$ cat config.mk
export PLATFORM = sky130hd
export DESIGN_NAME = vcp_stream_cond
export DESIGN_NICKNAME = d
export VERILOG_FILES = /design/src/rtl/vcp_pkg.sv /design/src/rtl/vcp_rst_sync.sv /design/src/rtl/vcp_blanker.sv /design/src/rtl/vcp_clamp.sv /design/src/rtl/vcp_stream_cond.sv
export SDC_FILE = /design/constraint.sdc
export NUM_CORES = 1
export LEC_CHECK = 0
export BUFFER_PORTS_ARGS = -buffer_cell sky130_fd_sc_hd__buf_2
export CAP_MARGIN = 20
export CORE_MARGIN = 4
export CORE_UTILIZATION = 29
export DETAILED_ROUTE_END_ITERATION = 10
export GPL_ROUTABILITY_DRIVEN = 0
export PLACE_DENSITY_LB_ADDON = 0.2
export SLEW_MARGIN = 20
export SYNTH_ARGS = -nofsm -noshare
export SYNTH_HDL_FRONTEND = slang
export SYNTH_SLANG_ARGS = --single-unit
$ cat constraint.sdc
create_clock -name clk -period 0.8 [get_ports clk]
set_input_delay 0.12 -clock clk [delete_from_list [all_inputs] [get_ports clk]]
set_output_delay 0.12 -clock clk [all_outputs]
set_load 0.02 [all_outputs]
$ cat src/rtl/vcp_pkg.sv
package vcp_pkg;
  localparam int unsigned WORD_W = 10;
  localparam int unsigned NUM_CH = 2;
  localparam int unsigned BUS_W  = WORD_W * NUM_CH;
  typedef logic [WORD_W-1:0] word_t;
  typedef logic [BUS_W-1:0]  bus_t;
endpackage

$ cat src/rtl/vcp_rst_sync.sv
module vcp_rst_sync #(
  parameter int unsigned STAGES = 2
) (
  input  logic clk,
  input  logic rst_n,
  output logic rst_q_n
);
  logic [STAGES-1:0] chain_q;
  logic [STAGES-1:0] chain_d;

  always_comb chain_d = {chain_q[STAGES-2:0], 1'b1};

  always_ff @(posedge clk or negedge rst_n) begin
    if (!rst_n) chain_q <= '0;
    else        chain_q <= chain_d;
  end

  assign rst_q_n = chain_q[STAGES-1];
endmodule

$ cat src/rtl/vcp_blanker.sv
module vcp_blanker
  import vcp_pkg::*;
#(
  parameter word_t Y_LEVEL = 10'h040,
  parameter word_t C_LEVEL = 10'h200
) (
  input  logic blank_n,
  input  bus_t pix_i,
  output bus_t pix_o
);
  always_comb begin
    if (blank_n) pix_o = pix_i;
    else         pix_o = {Y_LEVEL, C_LEVEL};
  end
endmodule

$ cat src/rtl/vcp_clamp.sv
module vcp_clamp
  import vcp_pkg::*;
#(
  parameter word_t LOW_LEGAL  = 10'h004,
  parameter word_t HIGH_LEGAL = 10'h3FB
) (
  input  logic  en,
  input  word_t word_i,
  output word_t word_o
);
  always_comb begin
    word_o = word_i;
    if (en) begin
      if (word_i < LOW_LEGAL)       word_o = LOW_LEGAL;
      else if (word_i > HIGH_LEGAL) word_o = HIGH_LEGAL;
    end
  end
endmodule

$ cat src/rtl/vcp_stream_cond.sv
module vcp_stream_cond
  import vcp_pkg::*;
#(
  parameter word_t       Y_BLANK     = 10'h040,
  parameter word_t       C_BLANK     = 10'h200,
  parameter word_t       LOW_LEGAL   = 10'h004,
  parameter word_t       HIGH_LEGAL  = 10'h3FB,
  parameter int unsigned SYNC_STAGES = 2
) (
  input  logic        clk,
  input  logic        rst_n,
  input  logic        blank_n,
  input  logic        protect_en,
  input  logic        act_in,
  input  logic [19:0] pix_in,
  output logic [19:0] pix_out,
  output logic        act_out
);
  localparam bus_t RESET_BUS = {Y_BLANK, C_BLANK};

  logic rst_q_n;
  bus_t blanked;
  bus_t clamped;
  bus_t pix_d, pix_q;
  logic act_d, act_q;
  logic clamp_en;

  vcp_rst_sync #(.STAGES(SYNC_STAGES)) rst_sync_i (
    .clk     (clk),
    .rst_n   (rst_n),
    .rst_q_n (rst_q_n)
  );

  vcp_blanker #(.Y_LEVEL(Y_BLANK), .C_LEVEL(C_BLANK)) blank_i (
    .blank_n (blank_n),
    .pix_i   (pix_in),
    .pix_o   (blanked)
  );

  assign clamp_en = protect_en & act_in;

  for (genvar ch = 0; ch < NUM_CH; ch++) begin : g_ch
    vcp_clamp #(.LOW_LEGAL(LOW_LEGAL), .HIGH_LEGAL(HIGH_LEGAL)) clamp_i (
      .en     (clamp_en),
      .word_i (blanked[ch*WORD_W +: WORD_W]),
      .word_o (clamped[ch*WORD_W +: WORD_W])
    );
  end

  always_comb begin
    pix_d = clamped;
    act_d = act_in;
  end

  always_ff @(posedge clk or negedge rst_q_n) begin
    if (!rst_q_n) begin
      pix_q <= RESET_BUS;
      act_q <= 1'b0;
    end else begin
      pix_q <= pix_d;
      act_q <= act_d;
    end
  end

  assign pix_out = pix_q;
  assign act_out = act_q;
endmodule

# --- Word level (Yosys, flattened, before mapping) ---
# Cells that the tools add are included.
word_totals:
  mem_bits_ro: 0
  latchBits: 0
  regBits: 23
  elab_cells: 15
  n_memories: 0
  out_inout_bits: 21
  ram_bits: 0
op_classes:
  eq_ne: 0
  bitwise: 1
  multipliers: 0
  add_sub_neg: 0
  n_div: 0
  shifts: 0
  n_mux: 7
  n_reduce_logical: 0
  magnitude_cmp: 4
op_table:
  columns: ["operator", "n"]
  rows:
  - ["10-bit 2-to-1 mux", 6]
  - ["10-bit greater-than comparator, second input constant", 2]
  - ["10-bit by 3-bit < comparator with 1-bit output, second input constant", 2]
  - ["20-bit 2-to-1 mux", 1]
  - ["1-bit AND", 1]

# --- Longest topological paths before layout ---
logic_depth:
  word_depth: 5
  depth_mapped: 3
  ltp_nobuf: 3

# --- Cells and area by module ---
# From an unflattened synthesis, not the netlist that was laid out.
hier_totals:
  cells_unflattened: 85
  area_unflattened_um2: 996.0
modules_own_cells:
  columns: ["module", "n_inst", "area_per_inst_um2", "seq_area_each_um2", "cells_per_inst"]
  rows:
  - ["vcp_stream_cond", 1, 534.3, 528.0, 22]
  - ["vcp_clamp", 2, 135.1, 0.0, 19]
  - ["vcp_blanker", 1, 137.6, 0.0, 22]
  - ["vcp_rst_sync", 1, 53.8, 50.0, 3]

# --- Least setup slack after synthesis ---
# No wires, ideal clock.
synth_timing:
  kind: "input-to-reg"
  startpoint: "input pix_in[9]"
  endpoint: "register pix_q[2], in the netlist pix_out[2]"
  setup_slack_ps: -278
  t_arrival_ps: 1013
  required_ps: 734
  setup_time_ps: 66
  cell_stages: 3
  path_cell_list: "or4_4 -> nor4_4 -> a31o_1"
synth_via:
  elab_chain_len: 5
  elab_cells_between_ends: 6
synth_rtl:
  columns: ["element", "line", "rtl"]
  rows:
  - ["start, declared", "vcp_stream_cond.sv:15", "input logic [19:0] pix_in,"]
  - ["20-bit 2-to-1 mux (*)", "vcp_blanker.sv:12", "if (blank_n) pix_o = pix_i;"]
  - ["10-bit greater-than comparator", "vcp_clamp.sv:15", "else if (word_i > HIGH_LEGAL) word_o = HIGH_LEGAL;"]
  - ["10-bit 2-to-1 mux", "vcp_clamp.sv:15", null]
  - ["10-bit 2-to-1 mux (*)", "vcp_clamp.sv:14", "if (word_i < LOW_LEGAL) word_o = LOW_LEGAL;"]
  - ["10-bit 2-to-1 mux (*)", "vcp_clamp.sv:13", "if (en) begin"]
  - ["net clamped[2]", "vcp_stream_cond.sv:23", "bus_t clamped;"]
  - ["end signal, assigned", "vcp_stream_cond.sv:60", "pix_q <= pix_d;"]
  - ["end, declared", "vcp_stream_cond.sv:24", "bus_t pix_d, pix_q;"]
# The timed path passes the listed nets; every way through them passes the cells marked *.

# --- Worst setup path after layout ---
layout_timing:
  startpoint: "register pix_q[16], in the netlist pix_out[16]"
  endpoint: "output pix_out[16]"
layout_rtl:
  columns: ["element", "line", "rtl"]
  rows:
  - ["end, declared", "vcp_stream_cond.sv:16", "output logic [19:0] pix_out,"]
# No word-level cell between the ends.

==> results_dict.tcl <==
set metrics [dict create \
    fin_skew_ns 0.003504 \
    numPlacedInstances 148 \
    path_cells "buf_6" \
    grt_use_total_pct 10.45 \
    synth_area_leaders "dfrtp_1 (62%), and2_1 (8.8%), dfstp_2 (6.2%)" \
    setup_viol 27 \
    hold_start "pix_in[13]" \
    hpwlAfterDp_um 1520 \
    ys_warn_count 0 \
    min_path_type "in -> reg" \
    place.port_buffers 45 \
    nets 152 \
    critical_path.top_delay_family "flip-flops" \
    htreeDepth 1 \
    final_cell_count_no_fill 157 \
    antenna_found_initial 0 \
    fmax_mhz 932.5 \
    clk_latency_ns 0.30 \
    drc 0 \
    clkTransAtPathRegs_ns 0.11 \
    synth_area_sq_um 850.8 \
    post-route-min-period_ns 1.072 \
    final_cell_area_sq_um 1446 \
    core_area_sq_um 2781 \
    ctsRootBufferMaster "clkbuf_4" \
    maxSlewViolCount 0 \
    synth.distinct_cells 19 \
    vias 699 \
    p_total_mw 2.206 \
    syn_inst 64 \
    io_pins 46 \
    timing.final.crit_share_pct 134.1 \
    worst_slack_ns -0.2724 \
    start_util_pct 30.59 \
    holdPathEnd "pix_out[13]$_DFF_PN0_" \
    area_growth_pct 70.00 \
    path_buf_inv 1 \
    synth_fp_nets 89 \
    vdd_drop_max_uv 1027 \
    wl_um 1997 \
    r2r_cells 0 \
    diodes 0 \
    rr_endpoint "rst_sync_i.chain_q[1]$_DFF_PN0_" \
    avgSynthCellArea_sq_um 13.29 \
    die_width_um 62.17 \
    die_height_um 62.17 \
    outcome "finished with violations" \
    grt-ovfl-total 0 \
    max-cap-violations 0 \
    ant_nets 0 \
    regToRegSetupSlack_ns 0.33 \
    whs_path_depth 2 \
    yosysSeqAreaShare_pct 67.94 \
    grt_max_degree 22 \
    first_iter_violations 7 \
    grt_pass1_wl_um 3229 \
    synth-edff-count 0 \
    cts.sinks 23 \
    setup.worst_path.end_class "output pin" \
    crit_required_ns 0.68 \
    power_density_nw_per_um2 1525 \
    yosysTopAreaCell "dfrtp_1" \
    hold_violations 0 \
    drive_above_1_share_pct 55.56 \
    slowest_delay_ns 0.55 \
    cpMaxStageDelayCell "dfstp_2" \
    synthArstFlopShare_pct 100.0 \
    critPathArrivalTime_ns 0.95 \
    cts_tree "built" \
    synth_top_cell_area_share_pct 61.76 \
    grt_pass1_vias 723 \
    leakage_nw 0.7054 \
    cts_buffers 3 \
    ys_ff_latch 23 \
    worstReg2RegStart "rst_sync_i.chain_q[0]$_DFF_PN0_" \
    vias_per_cell 4.452 \
    ys.flop_type "dfrtp_1" \
    firstDrtPassIters 3 \
    worstSetupPathType "reg -> out" \
    cts_buffer_depth 2 \
    die_area_sq_um 3864 \
    crit_fanout 1 \
    rsz0062_at_grt "true" \
    violations "setup timing" \
    ys_top_cells_by_count "dfrtp_1 (21), and2_1 (12), a21oi_1 (4), nand2_1 (4), nand4_1 (4)" \
    synth_most_common_cell "dfrtp_1" \
    start_kind "register" \
    place_area_sq_um 1209 \
    wire_per_inst_um 12.72 \
    floorplan.rows 19 \
]
## layer usage
metal	up-vias	wire, um	share of wire [%]	GRT usage, %
li1	345	-	-	-
met1	319	842	42	13.07
met2	33	942	47	15.80
met3	2	198	9.9	3.964
met4	0	13	0.65	4.878
met5	-	0	0	0
## stage by stage
stage | setup WS [ns] | hold WS, ns | TNS [ns] | utilization, %
after floorplan | -0.2289 | -0.1756 | -1.293 | -
after global placement | -0.3724 | -0.09357 | -2.205 | 43.45
after detailed placement | -0.3960 | -0.09171 | -2.312 | 43.45
after CTS | -0.2950 | 0.01358 | -3.828 | 51.28
after global routing | -0.3301 | 0.006213 | -4.544 | 52.00
final | -0.2724 | 0.02890 | -3.450 | 52.00
## sequential cells by signal (all words and copies together), names as in the netlist
register and cells:
pix_out 20, act_out 1, rst_sync_i.chain_q 2
## repair_timing
item | 4_1_cts | 5_1_grt
hold buffers | 3 | 0
pin swaps | 2 | 2
buffers inserted | 1 | 1
setup endpoints to repair | 27 | 27
hold endpoints to repair | 4 | 0
resized for setup | 46 | 2
## final cells by class
| cell class | count | area, sq um |
|---|---|---|
| Sequential cell | 23 | 578.1 |
| Timing Repair Buffer | 60 | 520.5 |
| Multi-Input combinational cell | 39 | 282.8 |
| Clock buffer | 4 | 26.28 |
| Fill cell | 255 | 1335 |
| Tap cell | 31 | 38.79 |
## cell families after synthesis
logic type | synth area share (%)
and+or+nand+nor | 25.29
DFF | 67.94
AOI/OAI and AO/OA | 5.442
buffers and inverters | 0.8827
other | 0.4408
## cells in the final DEF, fill, tap and decap left out
cell / synthesis / final
buf_4: 0 / 11
clkbuf_1: 2 / 1
nand3_1: 1 / 1
nand4_1: 4 / 4
nand2b_1: 1 / 1
dlygate4sd3_1: 0 / 3
a21oi_1: 4 / 3
or3_1: 2 / 2
dfstp_2: 2 / 2
a211o_1: 1 / 1
nand2b_2: 1 / 1
buf_2: 0 / 19
clkbuf_4: 0 / 3
or4_4: 1 / 3
a31o_1: 2 / 2
and2_1: 12 / 12
dfrtp_1: 21 / 21
buf_6: 0 / 26
nor4_4: 1 / 1
nand2_1: 4 / 4
conb_1: 1 / 1
buf_12: 0 / 1
nand3_2: 1 / 1
nor3_4: 0 / 1
a21oi_2: 0 / 1
## worst max-delay path by stage
stage | from | end | slack [ns] | depth (start not counted)
after floorplan | pix_in[15] | pix_out[10]$_DFF_PN0_ | -0.23 | 3
after global placement | pix_in[9] | pix_out[1]$_DFF_PN0_ | -0.37 | 4
after detailed placement | pix_in[9] | pix_out[0]$_DFF_PN0_ | -0.40 | 4
after CTS | pix_out[16]$_DFF_PN1_ | pix_out[16] | -0.30 | 1
after global routing | pix_out[16]$_DFF_PN1_ | pix_out[16] | -0.33 | 1
final | pix_out[16]$_DFF_PN1_ | pix_out[16] | -0.27 | 1
## power breakdown
group,switching (mW),total (mW),internal [mW]
sequential,0.0280,1.25,1.23
combinational,0.202,0.449,0.247
clock,0.311,0.505,0.194
No activity file was read; power rests on OpenSTA's default activity.
